File: src/rtl/trust_chk_pkg.sv
package trust_chk_pkg;

    // Outcome of the rule check for one instruction
    typedef enum logic [2:0] {
        ACT_NONE    = 3'd0,
        ACT_L2_KEEP = 3'd1,
        ACT_L2_SET  = 3'd2,
        ACT_ALARM   = 3'd3,
        ACT_CLEAR   = 3'd4
    } act_e;

endpackage

File: src/rtl/trust_rule.sv
module trust_rule
    import trust_chk_pkg::*;
(
    input  logic valid,
    input  logic has_dst,
    input  logic inst_trusted,
    input  logic ops_trusted,
    input  logic dst_critical,
    output act_e act
);

    always_comb begin
        act = ACT_NONE;
        if (valid && has_dst) begin
            unique case ({inst_trusted, ops_trusted})
                2'b11:   act = dst_critical ? ACT_L2_KEEP : ACT_L2_SET;
                2'b10:   act = ACT_ALARM;
                default: act = dst_critical ? ACT_ALARM : ACT_CLEAR;
            endcase
        end
    end

endmodule

File: src/rtl/trust_shadow_rf.sv
module trust_shadow_rf #(
    parameter int REG_N  = 32,
    parameter int RIDX_W = $clog2(REG_N)
) (
    input  logic              clk,
    input  logic              rst_n,
    input  logic [RIDX_W-1:0] ra_idx,
    output logic              ra_trust,
    input  logic [RIDX_W-1:0] rb_idx,
    output logic              rb_trust,
    input  logic              we,
    input  logic [RIDX_W-1:0] w_idx,
    input  logic              w_trust
);

    logic [REG_N-1:0] bits;

    for (genvar g = 0; g < REG_N; g++) begin : g_reg
        if (g == 0) begin : g_zero
            assign bits[g] = 1'b1;
        end else begin : g_live
            logic q;
            always_ff @(posedge clk) begin
                if (!rst_n)
                    q <= 1'b0;
                else if (we && (w_idx == RIDX_W'(g)))
                    q <= w_trust;
            end
            assign bits[g] = q;
        end
    end

    assign ra_trust = bits[ra_idx];
    assign rb_trust = bits[rb_idx];

    AST_RF_WRITE: assert property (@(posedge clk) disable iff (!rst_n)
        (we && (w_idx != '0)) |=> (bits[$past(w_idx)] == $past(w_trust)));

    AST_ZERO_STAYS: assert property (@(posedge clk) disable iff (!rst_n)
        (we && (w_idx == '0)) |=> bits[0]);

endmodule

File: src/rtl/trust_chk_top.sv
module trust_chk_top
    import trust_chk_pkg::*;
#(
    parameter int PC_W   = 32,
    parameter int ADDR_W = 32,
    parameter int REG_N  = 32,
    localparam int RIDX_W = $clog2(REG_N)
) (
    input  logic              clk,
    input  logic              rst_n,
    input  logic              in_valid,
    input  logic [PC_W-1:0]   in_pc,
    input  logic [RIDX_W-1:0] in_rs1,
    input  logic              in_rs1_en,
    input  logic [RIDX_W-1:0] in_rs2,
    input  logic              in_rs2_en,
    input  logic [RIDX_W-1:0] in_rd,
    input  logic              in_rd_en,
    input  logic              in_is_store,
    input  logic              in_is_load,
    input  logic [ADDR_W-1:0] in_addr,
    input  logic              host_stall,
    input  logic              host_flush,
    output logic [PC_W-1:0]   lk_pc,
    output logic [ADDR_W-1:0] lk_addr,
    input  logic              lk_pc_trusted,
    input  logic              lk_addr_trusted,
    input  logic              lk_addr_critical,
    output logic              alarm,
    output logic              l2_req,
    output logic [PC_W-1:0]   evt_pc,
    output logic              mt_we,
    output logic [ADDR_W-1:0] mt_addr,
    output logic              mt_trusted
);

    // Fetch stage
    logic              f_valid, f_rs1_en, f_rs2_en, f_rd_en, f_store, f_load;
    logic [PC_W-1:0]   f_pc;
    logic [RIDX_W-1:0] f_rs1, f_rs2, f_rd;
    logic [ADDR_W-1:0] f_addr;
    // Register stage
    logic              r_valid, r_rs1_en, r_rs2_en, r_rd_en, r_store;
    logic              r_inst_tr, r_mem_tr, r_crit;
    logic [PC_W-1:0]   r_pc;
    logic [RIDX_W-1:0] r_rs1, r_rs2, r_rd;
    logic [ADDR_W-1:0] r_addr;
    // Check stage
    logic              c_valid, c_rd_en, c_store, c_inst_tr, c_ops_tr, c_crit;
    logic [PC_W-1:0]   c_pc;
    logic [RIDX_W-1:0] c_rd;
    logic [ADDR_W-1:0] c_addr;
    act_e              c_act;
    // Writeback stage
    logic              w_valid, w_rd_en, w_store;
    logic [PC_W-1:0]   w_pc;
    logic [RIDX_W-1:0] w_rd;
    logic [ADDR_W-1:0] w_addr;
    act_e              w_act;

    // Lookup port serves the fetch stage
    assign lk_pc   = f_pc;
    assign lk_addr = f_addr;

    trust_rule u_rule (
        .valid        (c_valid),
        .has_dst      (c_store | c_rd_en),
        .inst_trusted (c_inst_tr),
        .ops_trusted  (c_ops_tr),
        .dst_critical (c_crit),
        .act          (c_act)
    );

    // Register trust updates produced by the check and writeback stages
    logic c_fwd, c_fwd_val, w_fwd, w_fwd_val;
    assign c_fwd     = c_valid && !c_store && c_rd_en && (c_rd != '0) &&
                       ((c_act == ACT_L2_SET) || (c_act == ACT_CLEAR));
    assign c_fwd_val = (c_act == ACT_L2_SET);
    assign w_fwd     = w_valid && !w_store && w_rd_en && (w_rd != '0) &&
                       ((w_act == ACT_L2_SET) || (w_act == ACT_CLEAR));
    assign w_fwd_val = (w_act == ACT_L2_SET);

    logic rf_a, rf_b;
    trust_shadow_rf #(.REG_N(REG_N), .RIDX_W(RIDX_W)) u_rf (
        .clk      (clk),
        .rst_n    (rst_n),
        .ra_idx   (r_rs1),
        .ra_trust (rf_a),
        .rb_idx   (r_rs2),
        .rb_trust (rf_b),
        .we       (w_fwd),
        .w_idx    (w_rd),
        .w_trust  (w_fwd_val)
    );

    // Youngest older result wins: check stage before writeback stage
    function automatic logic fwd_trust(input logic [RIDX_W-1:0] idx, input logic rf_val,
                                       input logic cf, input logic [RIDX_W-1:0] crd,
                                       input logic cv, input logic wf,
                                       input logic [RIDX_W-1:0] wrd, input logic wv);
        if (idx == '0)               return 1'b1;
        else if (cf && (crd == idx)) return cv;
        else if (wf && (wrd == idx)) return wv;
        else                         return rf_val;
    endfunction

    logic op_a_ok, op_b_ok, r_ops_tr;
    always_comb begin
        op_a_ok  = !r_rs1_en || fwd_trust(r_rs1, rf_a, c_fwd, c_rd, c_fwd_val,
                                          w_fwd, w_rd, w_fwd_val);
        op_b_ok  = !r_rs2_en || fwd_trust(r_rs2, rf_b, c_fwd, c_rd, c_fwd_val,
                                          w_fwd, w_rd, w_fwd_val);
        r_ops_tr = op_a_ok && op_b_ok && r_mem_tr;
    end

    // Stage registers
    always_ff @(posedge clk) begin
        if (!rst_n) begin
            f_valid <= 1'b0; r_valid <= 1'b0; c_valid <= 1'b0; w_valid <= 1'b0;
            f_pc <= '0; f_rs1 <= '0; f_rs2 <= '0; f_rd <= '0; f_addr <= '0;
            f_rs1_en <= 1'b0; f_rs2_en <= 1'b0; f_rd_en <= 1'b0;
            f_store <= 1'b0; f_load <= 1'b0;
            r_pc <= '0; r_rs1 <= '0; r_rs2 <= '0; r_rd <= '0; r_addr <= '0;
            r_rs1_en <= 1'b0; r_rs2_en <= 1'b0; r_rd_en <= 1'b0; r_store <= 1'b0;
            r_inst_tr <= 1'b0; r_mem_tr <= 1'b0; r_crit <= 1'b0;
            c_pc <= '0; c_rd <= '0; c_addr <= '0; c_rd_en <= 1'b0; c_store <= 1'b0;
            c_inst_tr <= 1'b0; c_ops_tr <= 1'b0; c_crit <= 1'b0;
            w_pc <= '0; w_rd <= '0; w_addr <= '0; w_rd_en <= 1'b0; w_store <= 1'b0;
            w_act <= ACT_NONE;
        end else if (host_flush) begin
            f_valid <= 1'b0; r_valid <= 1'b0; c_valid <= 1'b0; w_valid <= 1'b0;
        end else if (host_stall) begin
            w_valid <= 1'b0;
        end else begin
            f_valid  <= in_valid;
            f_pc     <= in_pc;
            f_rs1    <= in_rs1;    f_rs1_en <= in_rs1_en;
            f_rs2    <= in_rs2;    f_rs2_en <= in_rs2_en;
            f_rd     <= in_rd;     f_rd_en  <= in_rd_en;
            f_store  <= in_is_store;
            f_load   <= in_is_load;
            f_addr   <= in_addr;

            r_valid   <= f_valid;
            r_pc      <= f_pc;
            r_rs1     <= f_rs1;    r_rs1_en <= f_rs1_en;
            r_rs2     <= f_rs2;    r_rs2_en <= f_rs2_en;
            r_rd      <= f_rd;     r_rd_en  <= f_rd_en && !f_store;
            r_store   <= f_store;
            r_addr    <= f_addr;
            r_inst_tr <= lk_pc_trusted;
            r_mem_tr  <= f_load ? lk_addr_trusted : 1'b1;
            r_crit    <= f_store && lk_addr_critical;

            c_valid   <= r_valid;
            c_pc      <= r_pc;
            c_rd      <= r_rd;     c_rd_en <= r_rd_en;
            c_store   <= r_store;
            c_addr    <= r_addr;
            c_inst_tr <= r_inst_tr;
            c_ops_tr  <= r_ops_tr;
            c_crit    <= r_crit;

            w_valid <= c_valid;
            w_pc    <= c_pc;
            w_act   <= c_act;
            w_rd    <= c_rd;       w_rd_en <= c_rd_en;
            w_store <= c_store;
            w_addr  <= c_addr;
        end
    end

    // Writeback stage outputs
    always_comb begin
        alarm      = w_valid && (w_act == ACT_ALARM);
        l2_req     = w_valid && ((w_act == ACT_L2_KEEP) || (w_act == ACT_L2_SET));
        evt_pc     = (alarm || l2_req) ? w_pc : '0;
        mt_we      = w_valid && w_store && ((w_act == ACT_L2_SET) || (w_act == ACT_CLEAR));
        mt_addr    = mt_we ? w_addr : '0;
        mt_trusted = mt_we && (w_act == ACT_L2_SET);
    end

    AST_EVT_EXCL: assert property (@(posedge clk) disable iff (!rst_n)
        !(alarm && l2_req));

    AST_LATENCY: assert property (@(posedge clk) disable iff (!rst_n)
        w_valid |-> ($past(c_valid) && !$past(host_stall) && !$past(host_flush)));

    AST_STALL_QUIET: assert property (@(posedge clk) disable iff (!rst_n)
        host_stall |=> !(alarm || l2_req || mt_we));

    AST_STALL_HOLD: assert property (@(posedge clk) disable iff (!rst_n)
        (host_stall && !host_flush) |=> ($stable(f_valid) && $stable(f_pc)));

    AST_FLUSH_QUIET: assert property (@(posedge clk) disable iff (!rst_n)
        host_flush |=> !(alarm || l2_req || mt_we || r_valid || c_valid));

    AST_UNTRUSTED_CRIT: assert property (@(posedge clk) disable iff (!rst_n)
        (c_valid && c_store && !c_inst_tr && c_crit) |-> (c_act == ACT_ALARM));

    AST_BAD_OPERAND: assert property (@(posedge clk) disable iff (!rst_n)
        (c_valid && (c_store || c_rd_en) && c_inst_tr && !c_ops_tr) |-> (c_act == ACT_ALARM));

    AST_NO_TAG_ON_ALARM: assert property (@(posedge clk) disable iff (!rst_n)
        mt_we |-> !alarm);

endmodule

File: config.mk
export PLATFORM = sky130hd
export DESIGN_NAME = trust_chk_top
export DESIGN_NICKNAME = d
export VERILOG_FILES = /design/src/rtl/trust_chk_pkg.sv /design/src/rtl/trust_rule.sv /design/src/rtl/trust_shadow_rf.sv /design/src/rtl/trust_chk_top.sv
export SDC_FILE = /design/constraint.sdc
export NUM_CORES = 1
export LEC_CHECK = 0
export BUFFER_PORTS_ARGS = -buffer_cell sky130_fd_sc_hd__clkbuf_2
export CORE_MARGIN = 1.5
export CORE_UTILIZATION = 45
export DETAILED_ROUTE_END_ITERATION = 10
export PLACE_DENSITY = 0.66
export SLEW_MARGIN = 20
export SYNTH_ARGS = -nofsm -noshare
export SYNTH_HDL_FRONTEND = slang
export SYNTH_HIERARCHICAL = 1
export SYNTH_SLANG_ARGS = --single-unit
File: constraint.sdc
create_clock -name clk -period 6.7 [get_ports clk]
set_clock_uncertainty 0.2 [all_clocks]
set_input_delay 0.67 -clock clk [delete_from_list [all_inputs] [get_ports clk]]
set_output_delay 0.67 -clock clk [all_outputs]
set_load 0.05 [all_outputs]
==> flow_summary_export.csv <==
group,metric,value,unit
outcome,outcome,"finished, final reports clean",
placement,gp_congestion,0.810,
logic_synthesis,synth_top_area_frac,0.482,
global_route,grt_pass1_vias,10600,
sta,fin_setup_tns,0,ns
logic_synthesis,async_flop_share,0,
routing,wire_per_inst,13.6,um
floorplan,die_w,183,um
cells_and_area,layout.nets,1987,
sta,worst_pin_slew,1.01,ns
worst_setup_path,worstPathRequired,5.83,ns
routing,drt-initial-drc-count,821,
worst_setup_path,crit_type,"flop to output pin",
floorplan,rows,65,
worst_setup_path,cp-end-kind,"output pin",
routing,wirelength,32000,um
logic_synthesis,synth_ff_type,"dfxtp_1",
worst_setup_path,cp.arrival,2.09,ns
logic_synthesis,synth.most_common_cell,"nand2_1",
power_and_ir_drop,power_density,272,nW/um2
floorplan,ios,224,
floorplan,coreArea,31800,um2
cells_and_area,syn2layout_area_growth,17.8,%
logic_synthesis,synth_top_area_cell,"dfxtp_1",
routing,via_per_inst,4.95,
clock_tree,tritoncts,"built",
worst_setup_path,worstPathMaxFanout,33,
sta,grt_setup_unrepaired,"no",
global_route,antenna_found_initial,0,
worst_setup_path,crit_path_max_incr_delay,0.45,ns
logic_synthesis,avgSynthCellArea,8.34,um2
sta,hold_viol_final,0,
floorplan,start_util,0.461,
clock_tree,clock-sinks,353,
sta,slew_violations,0,
floorplan,die_h,183,um
logic_synthesis,ys_ff_latch,353,
logic_synthesis,syn_nets,1849,
placement,dpl_worst_slack,3.80,ns
logic_synthesis,syn_area,14700,um2
cells_and_area,layout-drive-gt1-share,0.162,
logic_synthesis,synth_commonest_cells,"nand2_1 (672), dfxtp_1 (353), a21boi_0 (337)",
power_and_ir_drop,total_power,4.70,mW
global_route,grt_pass1_wl,52400,um
sta,fin_ws,3.74,ns
logic_synthesis,synth_cells,1757,
cells_and_area,diodes,0,
logic_synthesis,yosys_warnings,6,
global_route,overflow,0,
sta,fmax,338,MHz
global_route,grt_start_max_net_pins,207,
logic_synthesis,ys_top_cells_by_area,"dfxtp_1 (48%), a21boi_0 (17%), nand2_1 (17%)",
logic_synthesis,synth-edff-count,0,
sta,setup_viol,0,
sta,fin_crit_sh,0.441,
flow_run,maxCapViolCount,0,
sta,layout_min_cycle_time,2.96,ns
global_route,grt_usage,0.186,
cells_and_area,n_fill_cell,3013,
routing,vias,11700,
sta,slew_headroom,0.329,
clock_tree,cts_resized,0,
clock_tree,ctsLongestPathBuffers,3,
power_and_ir_drop,ir_worst_vdd,152,uV
routing,drc,0,
clock_tree,cts_root_buf,"clkbuf_16",
clock_tree,hold_buffers,0,
placement,dp_hpwl,19600,um
floorplan,dieArea,33700,um2
logic_synthesis,synth.distinct_cells,51,
clock_tree,cts_buffers,38,
sta,holdWs,0.180,ns
power_and_ir_drop,leakagePower,6.32,nW
clock_tree,h-tree-depth,2,
routing,drt_pre_antenna_iters,5,
worst_setup_path,start_kind,"flop",
worst_setup_path,crit_slowest_cell,"dfxtp_1",
clock_tree,clk_latency,0.52,ns
logic_synthesis,ys_seq_area_frac,0.482,
clock_tree,clkTransAtPathRegs,0.06,ns
routing,drtAntennaViolNets,0,
worst_setup_path,crit_chain,"nor2_1 -> nor3b_2 -> buf_4 -> a21boi_0 -> clkbuf_2",
clock_tree,cts_setup_buffers,0,
placement,io_buffers,223,
min_path,hp-class,"primary input to flop",
worst_setup_path,rrSetupSlack,3.85,ns
-- state kept, by name (all words and copies together), names as in the netlist, 3 cells and up --
| register | cells |
|---|---|
| r_addr | 32 |
| c_pc | 32 |
| w_addr | 32 |
| lk_pc | 32 |
| r_rd | 5 |
| r_rs1 | 5 |
| f_rs1 | 5 |
| w_pc | 32 |
| f_rd | 5 |
| c_rd | 5 |
| c_addr | 32 |
| f_rs2 | 5 |
| w_act | 3 |
| r_pc | 32 |
| u_rf/g.g_live.q | 31 |
| r_rs2 | 5 |
| w_rd | 5 |
| lk_addr | 32 |
-- layout by cell type, fill, tap and decap left out, types with 3 or more instances in the layout --
master     instances
nand2_1          672
dfxtp_1          353
a21boi_0         337
clkbuf_2         222
and2_1            64
clkbuf_16         41
nand3_1           22
nor2_1            20
mux2i_1           17
o21ai_0           16
xnor2_1           11
xor2_1            11
clkbuf_8          11
nor2b_1           10
nor3_1             9
clkbuf_1           9
or4_1              6
nand2b_1           6
bufinv_16          6
mux4_1             6
mux4_2             6
inv_1              5
nor3b_1            5
buf_4              5
a21boi_1           3
a31oi_1            3
nand4b_1           3
-- area by class of cell --
type	count	area (um2)	share of cell area
flip-flops and latches	353	7070	0.409
clock inverters	8	190	0.0110
clock buffers	60	1200	0.0694
repair buffers	231	1210	0.0703
well taps	435	544	0.0315
inverters	5	18.8	0.00109
multi-input cells	1266	7030	0.407
-- worst paths after layout --
| check | start | depth (start not counted) | endpoint |
|---|---|---|---|
| max | w_act[0]$_SDFFE_PN0P_ | 5 | l2_req |
| min | in_pc[16] | 3 | lk_pc[16]$_SDFFE_PN0P_ |
| max reg2reg | r_rs1[1]$_SDFFE_PN0P_ | 8 | c_ops_tr$_SDFFE_PN0P_ |
| min reg2reg | r_pc[25]$_SDFFE_PN0P_ | 2 | r_pc[25]$_SDFFE_PN0P_ |
-- cells by family (layout without fill, tap and decap cells) --
kind of cell	count (synthesis)	count (layout)	share of synthesized area
AOI/OAI and AO/OA	377	377	0.191
xor gates and xnor gates	22	22	0.0131
buffers and inverters	138	304	0.0395
DFF	353	353	0.482
muxes	31	31	0.0331
and+or+nand+nor	836	836	0.241
-- metrics by stage --
step           std cells  area (um2)  utilization
5_1_grt             2358       17300        0.543
3_5_place_dp        2290       15900        0.499
3_3_place_gp        2290       15900        0.499
4_1_cts             2358       17300        0.543
2_1_floorplan       1757       14700            -
6_report            2358       17300        0.543
-- worst max-delay path: cells and delay by family, from the launching register on --
kind	cells	cell delay (ns)
AO/OA/AOI/OAI	1	0.22
buffers and inverters	2	0.65
flip-flops	1	0.45
AND/OR/NAND/NOR	2	0.25
-- routing by layer --
layer / global-route usage / share of wire / up-vias
met5: 0 / 0 / -
li1: - / - / 6021
met3: 0.0307 / 0.047 / 51
met4: 0.0570 / 0.019 / 0
met2: 0.309 / 0.47 / 230
met1: 0.249 / 0.46 / 5373
-- where the power goes --
group          internal [mW]  switching, mW
registers               2.13         0.0282
clock network           1.45          0.814
logic                 0.0852          0.181
Power figures use the tool's default switching activity.
